$ cat src/rtl/gpbank_pkg.sv
// Package gpbank_pkg: address map and access decode shared by the GPIO bank.
// Assumes a 12-bit byte offset; the data port is the whole low kilobyte.
package gpbank_pkg;

    localparam int unsigned BANK_AW = 12;

    typedef enum logic [3:0] {
        SEL_NONE,
        SEL_DATA,
        SEL_DIR,
        SEL_SENSE,
        SEL_BOTH,
        SEL_POL,
        SEL_EN,
        SEL_RAW,
        SEL_MASKED,
        SEL_CLR
    } bank_sel_e;

    localparam logic [BANK_AW-1:0] OFS_DIR    = 12'h400;
    localparam logic [BANK_AW-1:0] OFS_SENSE  = 12'h404;
    localparam logic [BANK_AW-1:0] OFS_BOTH   = 12'h408;
    localparam logic [BANK_AW-1:0] OFS_POL    = 12'h40C;
    localparam logic [BANK_AW-1:0] OFS_EN     = 12'h410;
    localparam logic [BANK_AW-1:0] OFS_RAW    = 12'h414;
    localparam logic [BANK_AW-1:0] OFS_MASKED = 12'h418;
    localparam logic [BANK_AW-1:0] OFS_CLR    = 12'h41C;

    // Map a byte offset to the register it selects.
    function automatic bank_sel_e decode_addr(input logic [BANK_AW-1:0] a);
        if (a[BANK_AW-1:BANK_AW-2] == 2'b00) return SEL_DATA;
        case (a)
            OFS_DIR:    return SEL_DIR;
            OFS_SENSE:  return SEL_SENSE;
            OFS_BOTH:   return SEL_BOTH;
            OFS_POL:    return SEL_POL;
            OFS_EN:     return SEL_EN;
            OFS_RAW:    return SEL_RAW;
            OFS_MASKED: return SEL_MASKED;
            OFS_CLR:    return SEL_CLR;
            default:    return SEL_NONE;
        endcase
    endfunction

endpackage

$ cat src/rtl/gpbank_sync.sv
// Module gpbank_sync: multi-flop synchroniser for the pad inputs.
// Assumes STAGES >= 2; all stages reset to 0.
module gpbank_sync #(
    parameter int unsigned WIDTH  = 8,
    parameter int unsigned STAGES = 2
) (
    input  logic             clk,
    input  logic             rst_n,
    input  logic [WIDTH-1:0] d,
    output logic [WIDTH-1:0] q
);
    logic [WIDTH-1:0] stage_q [STAGES];

    // Shift the pad values through the synchroniser chain.
    always_ff @(posedge clk) begin
        if (!rst_n) begin
            for (int k = 0; k < STAGES; k++) stage_q[k] <= '0;
        end else begin
            stage_q[0] <= d;
            for (int k = 1; k < STAGES; k++) stage_q[k] <= stage_q[k-1];
        end
    end

    assign q = stage_q[STAGES-1];

endmodule

$ cat src/rtl/gpbank_cfg.sv
// Module gpbank_cfg: direction, output and interrupt configuration registers.
// Assumes write decode is done by the caller; data writes are gated per line
// by the address mask and by the current direction.
module gpbank_cfg
    import gpbank_pkg::*;
#(
    parameter int unsigned LINES = 8
) (
    input  logic             clk,
    input  logic             rst_n,
    input  logic             wr_en,
    input  bank_sel_e        sel,
    input  logic [LINES-1:0] line_mask,
    input  logic [LINES-1:0] wdata,
    output logic [LINES-1:0] dir_q,
    output logic [LINES-1:0] out_q,
    output logic [LINES-1:0] sense_q,
    output logic [LINES-1:0] both_q,
    output logic [LINES-1:0] pol_q,
    output logic [LINES-1:0] en_q
);
    logic [LINES-1:0] take;

    // Lines a data write may touch: masked in by address and already outputs.
    assign take = line_mask & dir_q;

    // Register writes; everything clears on reset.
    always_ff @(posedge clk) begin
        if (!rst_n) begin
            dir_q   <= '0;
            out_q   <= '0;
            sense_q <= '0;
            both_q  <= '0;
            pol_q   <= '0;
            en_q    <= '0;
        end else if (wr_en) begin
            case (sel)
                SEL_DATA:  out_q   <= (out_q & ~take) | (wdata & take);
                SEL_DIR:   dir_q   <= wdata;
                SEL_SENSE: sense_q <= wdata;
                SEL_BOTH:  both_q  <= wdata;
                SEL_POL:   pol_q   <= wdata;
                SEL_EN:    en_q    <= wdata;
                default:   ;
            endcase
        end
    end

    // one cycle after reset, all configuration is zero
    a_r1_reset_clear: assert property (@(posedge clk)
        !$past(rst_n) |-> (dir_q == '0 && out_q == '0 && en_q == '0 &&
                           sense_q == '0 && both_q == '0 && pol_q == '0));

    // stored output bits change only where a data write hit an output line
    a_r5_input_lines_hold: assert property (@(posedge clk) disable iff (!rst_n)
        $past(rst_n) |-> ((out_q ^ $past(out_q)) &
            ~($past(dir_q) & $past(line_mask) &
              {LINES{$past(wr_en) && $past(sel) == SEL_DATA}})) == '0);

endmodule

$ cat src/rtl/gpbank_irq_sense.sv
// Module gpbank_irq_sense: per-line level/edge detection, status and request.
// Assumes pad_s is already synchronised. Edge events latch until cleared;
// a new edge in the same cycle as a clear wins.
module gpbank_irq_sense #(
    parameter int unsigned LINES = 8
) (
    input  logic             clk,
    input  logic             rst_n,
    input  logic [LINES-1:0] pad_s,
    input  logic [LINES-1:0] sense,
    input  logic [LINES-1:0] both,
    input  logic [LINES-1:0] pol,
    input  logic [LINES-1:0] en,
    input  logic             clr_we,
    input  logic [LINES-1:0] clr_bits,
    output logic [LINES-1:0] raw,
    output logic [LINES-1:0] masked,
    output logic             irq
);
    logic [LINES-1:0] prev_q;
    logic [LINES-1:0] latch_q;
    logic [LINES-1:0] hit;
    logic [LINES-1:0] clr_v;

    assign clr_v = clr_we ? clr_bits : '0;

    for (genvar i = 0; i < LINES; i++) begin : g_line
        logic rise;
        logic fall;
        // Edge detection on this line against the previous sample.
        assign rise   = pad_s[i] & ~prev_q[i];
        assign fall   = ~pad_s[i] & prev_q[i];
        assign hit[i] = ~sense[i] & (both[i] ? (rise | fall) : (pol[i] ? rise : fall));
        // Level mode shows the live comparison; edge mode shows the latch.
        assign raw[i] = sense[i] ? (pad_s[i] ~^ pol[i]) : latch_q[i];

        // a clear with no simultaneous edge empties the latch
        a_r10_clear_empties: assert property (@(posedge clk) disable iff (!rst_n)
            (clr_we && clr_bits[i] && !hit[i]) |=> !latch_q[i]);

        // the latch only rises on a detected edge
        a_r9_latch_needs_edge: assert property (@(posedge clk) disable iff (!rst_n)
            $rose(latch_q[i]) |-> $past(hit[i]));
    end

    // Track previous pad values and latch edge events.
    always_ff @(posedge clk) begin
        if (!rst_n) begin
            prev_q  <= '0;
            latch_q <= '0;
        end else begin
            prev_q  <= pad_s;
            latch_q <= (latch_q & ~clr_v) | hit;
        end
    end

    assign masked = raw & en;
    assign irq    = |masked;

endmodule

$ cat src/rtl/gpio_mask_bank.sv
// Module gpio_mask_bank: address-masked GPIO register bank with interrupt sense.
// Assumes a single-cycle byte bus: writes land on the clock edge of the strobe,
// read data is combinational in the strobe cycle. LINES must not exceed 8 so
// the mask fits in address bits [9:2].
module gpio_mask_bank
    import gpbank_pkg::*;
#(
    parameter int unsigned LINES       = 8,
    parameter int unsigned SYNC_STAGES = 2
) (
    input  logic               clk,
    input  logic               rst_n,
    input  logic               bus_en,
    input  logic               bus_we,
    input  logic [BANK_AW-1:0] bus_addr,
    input  logic [LINES-1:0]   bus_wdata,
    output logic [LINES-1:0]   bus_rdata,
    input  logic [LINES-1:0]   pad_in,
    output logic [LINES-1:0]   pin_out,
    output logic [LINES-1:0]   pin_oe,
    output logic               irq
);
    localparam int unsigned MASK_LO = 2;
    localparam int unsigned MASK_HI = MASK_LO + LINES - 1;

    bank_sel_e        sel;
    logic [LINES-1:0] line_mask;
    logic             wr_en;
    logic [LINES-1:0] pad_s;
    logic [LINES-1:0] dir_q, out_q, sense_q, both_q, pol_q, en_q;
    logic [LINES-1:0] raw, masked;
    logic [LINES-1:0] line_val;

    assign sel       = decode_addr(bus_addr);
    assign line_mask = bus_addr[MASK_HI:MASK_LO];
    assign wr_en     = bus_en & bus_we;

    gpbank_sync #(.WIDTH(LINES), .STAGES(SYNC_STAGES)) u_sync (
        .clk   (clk),
        .rst_n (rst_n),
        .d     (pad_in),
        .q     (pad_s)
    );

    gpbank_cfg #(.LINES(LINES)) u_cfg (
        .clk       (clk),
        .rst_n     (rst_n),
        .wr_en     (wr_en),
        .sel       (sel),
        .line_mask (line_mask),
        .wdata     (bus_wdata),
        .dir_q     (dir_q),
        .out_q     (out_q),
        .sense_q   (sense_q),
        .both_q    (both_q),
        .pol_q     (pol_q),
        .en_q      (en_q)
    );

    gpbank_irq_sense #(.LINES(LINES)) u_sense (
        .clk      (clk),
        .rst_n    (rst_n),
        .pad_s    (pad_s),
        .sense    (sense_q),
        .both     (both_q),
        .pol      (pol_q),
        .en       (en_q),
        .clr_we   (wr_en && sel == SEL_CLR),
        .clr_bits (bus_wdata),
        .raw      (raw),
        .masked   (masked),
        .irq      (irq)
    );

    // Value seen on each line: driven value for outputs, synchronised pad otherwise.
    assign line_val = (dir_q & out_q) | (~dir_q & pad_s);

    // Read-data multiplexer; unmapped and write-only offsets return 0.
    always_comb begin
        bus_rdata = '0;
        if (bus_en && !bus_we) begin
            case (sel)
                SEL_DATA:   bus_rdata = line_val & line_mask;
                SEL_DIR:    bus_rdata = dir_q;
                SEL_SENSE:  bus_rdata = sense_q;
                SEL_BOTH:   bus_rdata = both_q;
                SEL_POL:    bus_rdata = pol_q;
                SEL_EN:     bus_rdata = en_q;
                SEL_RAW:    bus_rdata = raw;
                SEL_MASKED: bus_rdata = masked;
                default:    bus_rdata = '0;
            endcase
        end
    end

    assign pin_out = out_q;
    assign pin_oe  = dir_q;

    // a data read never returns a line outside the address mask
    a_r3_read_masked: assert property (@(posedge clk) disable iff (!rst_n)
        (bus_en && !bus_we && sel == SEL_DATA) |-> (bus_rdata & ~line_mask) == '0);

    // an interrupt request needs at least one enabled line
    a_r11_irq_needs_enable: assert property (@(posedge clk) disable iff (!rst_n)
        irq |-> en_q != '0);

    // output enables move only after a direction write
    a_r2_oe_from_dir_write: assert property (@(posedge clk) disable iff (!rst_n)
        ($past(rst_n) && !$stable(pin_oe)) |-> ($past(wr_en) && $past(sel) == SEL_DIR));

endmodule

$ cat config.mk
export PLATFORM = sky130hd
export DESIGN_NAME = gpio_mask_bank
export DESIGN_NICKNAME = d
export VERILOG_FILES = /design/src/rtl/gpbank_pkg.sv /design/src/rtl/gpbank_sync.sv /design/src/rtl/gpbank_cfg.sv /design/src/rtl/gpbank_irq_sense.sv /design/src/rtl/gpio_mask_bank.sv
export SDC_FILE = /design/constraint.sdc
export NUM_CORES = 1
export LEC_CHECK = 0
export ABC_AREA = 1
export CELL_PAD_IN_SITES_DETAIL_PLACEMENT = 1
export CELL_PAD_IN_SITES_GLOBAL_PLACEMENT = 2
export CORE_UTILIZATION = 31
export CTS_CLUSTER_SIZE = 20
export DETAILED_ROUTE_END_ITERATION = 8
export PLACE_DENSITY_LB_ADDON = 0.1
export SETUP_SLACK_MARGIN = 0.2
export SKIP_LAST_GASP = 1
export SYNTH_ARGS = -nofsm -noshare
export SYNTH_HDL_FRONTEND = slang
export SYNTH_SLANG_ARGS = --single-unit
$ cat constraint.sdc
create_clock -name clk -period 1.7 [get_ports clk]
set_input_delay 0.34 -clock clk [delete_from_list [all_inputs] [get_ports clk]]
set_output_delay 0.34 -clock clk [all_outputs]
set_load 0.02 [all_outputs]
==> results of run 1 <==
final timing paths:
kind / startpoint / end / slack (ps) / cells past startpoint
worst min register to register: u_sync.stage_q[0][6]$_SDFF_PN0_ / u_sync.stage_q[0][14]$_SDFF_PN0_ / 400 / 2
worst max-delay path: bus_addr[11] / bus_rdata[3] / -300 / 12
worst max register to register: u_sync.stage_q[0][9]$_SDFF_PN0_ / u_sense.latch_q[1]$_SDFF_PN0_ / 360 / 6
worst min-delay path: u_sync.stage_q[0][6]$_SDFF_PN0_ / u_sync.stage_q[0][14]$_SDFF_PN0_ / 400 / 2
flip-flops by register name, summed over array words and instances, names as in the netlist, named ones only:
register,count
u_sense.latch_q,8
u_cfg.dir_q,8
u_sync.stage_q,16
u_cfg.pol_q,8
u_cfg.en_q,8
u_cfg.both_q,8
u_cfg.sense_q,8
u_sense.prev_q,8
layout by cell type, fill, tap and decap left out, types with 16 or more instances in the layout:
cell type / instances
nand3_2: 17
a21oi_2: 18
inv_1: 85
buf_6: 28
nand3_1: 50
nor2_2: 19
nand2_1: 197
ha_1: 16
nand2_2: 20
a21oi_1: 53
nor2_1: 31
clkdlybuf4s50_1: 19
buf_4: 103
dfxtp_1: 64
final cells by class:
type	instances	area, um2
Fill cell	1759	7058
Tap cell	180	225.2
Clock buffer	11	242.7
Timing Repair Buffer	185	1667
Sequential cell	80	1642
Inverter	106	445.4
Multi-Input combinational cell	483	2718
Clock inverter	4	45.04
kinds of logic after synthesis:
kind of cell	synth area share [%]
AO/OA/AOI/OAI	12.00
buffers and inverters	11.08
adder cells (fa/ha/maj)	4.422
AND/OR/NAND/NOR	37.12
flip-flops	35.38
power groups by stage:
stage	registers [mW]	clock network [mW]	logic, mW
6_report	1.91	1.95	0.455
5_1_grt	1.92	2.07	0.495
4_1_cts	1.92	2.01	0.435
3_5_place_dp	1.97	0	0.412
3_3_place_gp	1.96	0	0.400
2_1_floorplan	1.96	0	0.165
through the flow:
| stage | util, % | instances | total power [mW] |
|---|---|---|---|
| 3_3_place_gp | 43.72 | 1009 | 2.364 |
| 5_1_grt | 49.74 | 1049 | 4.484 |
| 3_5_place_dp | 43.72 | 1009 | 2.377 |
| 6_report | 49.74 | 1049 | 4.317 |
| 2_1_floorplan | - | 683 | 2.124 |
| 4_1_cts | 47.67 | 1039 | 4.360 |
metal layers:
layer	vias to the layer above	global-route usage, %	wire length (um)
li1	2501	-	-
met1	2379	30.85	7873
met2	79	39.04	8058
met3	9	3.764	673
met4	0	6.784	167
met5	-	0	0
critical path, stage by stage:
cell     delay, ps
buf_2          150
inv_12          60
nand2_4         50
nor2_4         140
buf_6          140
nand3_4        170
nor2_2         170
nor2_1          50
nand2_1         70
nor2_2          40
nor2_2         140
buf_6          140
timing repair:
item / CTS / global route
gates resized for setup: 190 / 96
pin swaps: 32 / 45
setup endpoints to repair: 81 / 66
setup buffers: 15 / 10
endpoints found under the hold margin: 0 / 0
==> flow_summary.ini, run 1 <==
[outcome]
status = complete, but fails checks
violations = negative setup slack

[floorplanning]
core_area_mm2 = 0.01404
rows = 43
die_h_um = 122.8
die_w_um = 122.8
dieArea_mm2 = 0.01509
num_io_pins = 57
start_util_pct = 32.24

[timing]
worstMarginPinSlew_ps = 435.0
tns_ps = -2428
rsz0062_at_grt = true
finalWorstSetupSlack_ps = -299.2
max_freq_ghz = 0.5002
maxSlewHeadroom_pct = 70.91
fin_crit_ps = 1999
finalSetupViolations = 9
hold_slack_ps = 402.4
finalHoldViolCount = 0
maxSlewViolCount = 0
skew_ps = 5.693
finalCritPeriodShare_pct = 117.6

[power]
internal_power_mw = 3.261
switchingPower_mw = 1.055
swShare_pct = 24.45
p_seq_share_pct = 44.3
p_clk_share_pct = 45.1
leakagePower_nw = 3.180
powerDensity_mw_per_mm2 = 618.1
pwr-share-comb_pct = 10.5
worst_ir_drop_vdd_v = 0.0004042

[grt]
grt_max_degree = 49
grt_usage_pct = 23.39
grt_pass1_vias = 4972
grt_pass1_wl_mm = 26.12
grt_overflow = 0
antenna_found_initial = 0

[logic_synthesis]
yosysMostFrequentCell = nand2_1
postSynthAreaPerCell_um2 = 6.628
synth_edf_count = 0
synth_top_area_share_pct = 35.38
syn-cell-area_mm2 = 0.004527
syn_nets = 731
synth_commonest_cells = 218 x nand2_1, 99 x inv_1, 80 x dfxtp_1
yosysWarnings = 0
synthDistinctLibCells = 27
synth-seq-cells = 80
syn_inst = 683
netlist.top_cell.by_area = dfxtp_1
synthFlopType = dfxtp_1
synth-seq-area-share_pct = 35.38
async_reset_ff_share_pct = 0
yosys-top-cells-area = dfxtp_1 35%, nand2_1 18%, inv_1 8.2%

[worst_setup_path]
worst-endpoint-required_ps = 1360
start_kind = input port
path_class = in2out
worstPathMaxFanout = 8
cp.arrival_ps = 1660
crit_path_end_kind = output pin

[job]
drv_cap = 0

[route]
vias = 4968
drc = 0
ant_nets = 0
first_iter_violations = 194
wire_per_inst_um = 15.99
drt_wl_total_mm = 16.77
firstDrtPassIters = 4
viasPerCell = 4.736

[cts]
cts_buffer_depth = 2
htree_levels = 3
cts_buffers = 9
cts_hold_buf = 0
cts.sinks = 80
clock_latency_ps = 340
clockRootBuffer = clkbuf_16
cts.clk_slew.worst_paths_ps = 60
cts_tree = done

[min_path]
hold_path_class = reg2reg

[placed_design]
post-dp-hpwl_mm = 11.94
place.gp.congestion = 0.8418
place_area_mm2 = 0.006140
port_buffers = 56
place_ws_ps = -1271

[cells_and_area]
areaGrowthSynthToFinish_pct = 54.28
drive_gt1_share_pct = 36.59
num_antenna_cells = 0
nNetsFinal = 913
design_area_mm2 = 0.006984
(Power assumes the default switching activity.)
==> run 2, diff against run 1 <==
Settings changed: CELL_PAD_IN_SITES_DETAIL_PLACEMENT 1 to not set, CELL_PAD_IN_SITES_GLOBAL_PLACEMENT 2 to not set, CORE_UTILIZATION 31 to 40.
==> flow_summary.ini, run 2 (synthesis gave the netlist of run 1 again) <==
[cts]
cts_buffers = 9
clock_latency_ps = 350
cts.sinks = 80
cts_tree = done
cts_buffer_depth = 2
cts.clk_slew.worst_paths_ps = 60
htree_levels = 3
clockRootBuffer = clkbuf_16

[timing]
maxSlewHeadroom_pct = 74.31
finalCritPeriodShare_pct = 118.4
hold_slack_ps = 380.7
fin_crit_ps = 2012
finalHoldViolCount = 0
skew_ps = 7.825
max_freq_ghz = 0.4970
finalWorstSetupSlack_ps = -312.2
worstMarginPinSlew_ps = 384.1
maxSlewViolCount = 0
finalSetupViolations = 9
rsz0062_at_grt = true

[cells_and_area]
mostFrequentLayoutCell = nand2_1
utilization_pct = 64.76
drive_gt1_share_pct = 35.69
num-fill-cells = 933
areaGrowthSynthToFinish_pct = 56.44
design_area_mm2 = 0.007082
nNetsFinal = 920
regMostFlops = u_sync.stage_q
num_antenna_cells = 0
largest_reg_flops = 16
layout_common_cells = 201 x nand2_1, 111 x buf_4, 85 x inv_1, 67 x dfxtp_1, 55 x a21oi_1

[grt]
grt_pass1_vias = 4811
grt_overflow = 0
grt_use_met3_pct = 4.280
met2_usage_pct = 44.77
antenna_found_initial = 0
grt_pass1_wl_mm = 23.55
use_met1_pct = 33.36
grt_busiest_layer = met2
grt_usage_pct = 26.75
grt_max_degree = 49

[floorplanning]
rows = 38
num_io_pins = 57
start_util_pct = 41.40
core_area_mm2 = 0.01094
die_h_um = 108.4
dieArea_mm2 = 0.01175
die_w_um = 108.4

[placed_design]
port_buffers = 56
place_ws_ps = -1200
post-dp-hpwl_mm = 9.993
place_area_mm2 = 0.006100
place.gp.congestion = 0.8933

[power]
worst_ir_drop_vdd_v = 0.0005038
p_total_mw = 4.312
leakagePower_nw = 3.231
powerDensity_mw_per_mm2 = 608.9

[worst_setup_path]
worstPathMaxFanout = 5
worst-endpoint-required_ps = 1360
start_kind = input port
crit_path_end_kind = output pin
path_class = in2out
cp.arrival_ps = 1670

[route]
ant_nets = 0
drc = 0
first_iter_violations = 321
drt_wl_total_mm = 15.32
firstDrtPassIters = 5
wire_per_inst_um = 15.06
vias = 5054
viasPerCell = 4.970

[job]
drv_cap = 0

[outcome]
violations = negative setup slack
status = complete, but fails checks

[min_path]
hold_path_class = in2reg
==> run 2: cell count changes in the layout (fill, tap and decap cells not counted), moves of 3 or more <==
cell     delta
buf_12      +3
nand2_2     -3
buf_4       +8
dfxtp_1     +3
inv_2       +3
nand2_1     +4
nand3_2     -3
nor2_1      +4
o21ai_1     -8
o21ai_0     +9
buf_6      -10
nor2_2      -3
buf_16      +5
==> run 2: what timing repair did <==
action / in CTS / in global routing
pin swaps: 26 / 38
hold buffers: 0 / 0
gates resized for setup: 184 / 74
cloned: 6 / 1
buffers inserted: 20 / 7
endpoints found under the setup margin: 81 / 41
==> run 2: final timing paths <==
kind,to,depth (start not counted),slack (ps),start
setup reg to reg,u_sense.latch_q[7]$_SDFF_PN0_,6,420,u_sync.stage_q[0][15]$_SDFF_PN0_
hold reg to reg,u_sync.stage_q[0][11]$_SDFF_PN0_,2,400,u_sync.stage_q[0][3]$_SDFF_PN0_
setup / recovery,bus_rdata[5],14,-310,bus_addr[0]
hold / removal,flop,3,380,bus_addr[4]
==> run 2: area by class of cell <==
| cell class | count | area (um2) | share of cell area [%] |
|---|---|---|---|
| tap | 140 | 175.2 | 2.473 |
| clock inverter | 7 | 62.56 | 0.8834 |
| clock buffer | 9 | 225.2 | 3.180 |
| sequential | 80 | 1635 | 23.09 |
| inverter | 106 | 437.9 | 6.184 |
| multi-input combinational | 484 | 2711 | 38.29 |
| timing repair buffer | 191 | 1834 | 25.90 |
==> run 2: power by group <==
group	internal, mW	total (mW)	switching [mW]
clock	1.12	1.92	0.799
combinational	0.223	0.471	0.248
sequential	1.90	1.92	0.0201
==> run 2: worst max-delay path: stages <==
cell and delay [ps]:
buf_8 100, nor2_4 140, buf_6 120, nand3_4 70
nor2_4 140, buf_6 120, buf_12 110, nand3_2 50
nand2_1 60, inv_1 40, nand2_1 70, nor2_2 40
nor2_2 130, buf_6 130
==> run 2: per-stage QoR <==
stage | TNS (ps) | instances
after global placement | -32910 | 967
after CTS | -2593 | 1009
after floorplan | 0 | 683
final | -2476 | 1017
after global routing | -3195 | 1017
after detailed placement | -34880 | 967
==> run 2: layer usage <==
metal  share of wire (%)  wire length (um)
met1                  43              6651
met3                 7.0              1067
met4                 3.5               530
met2                  46              7067
met5                   0                 0
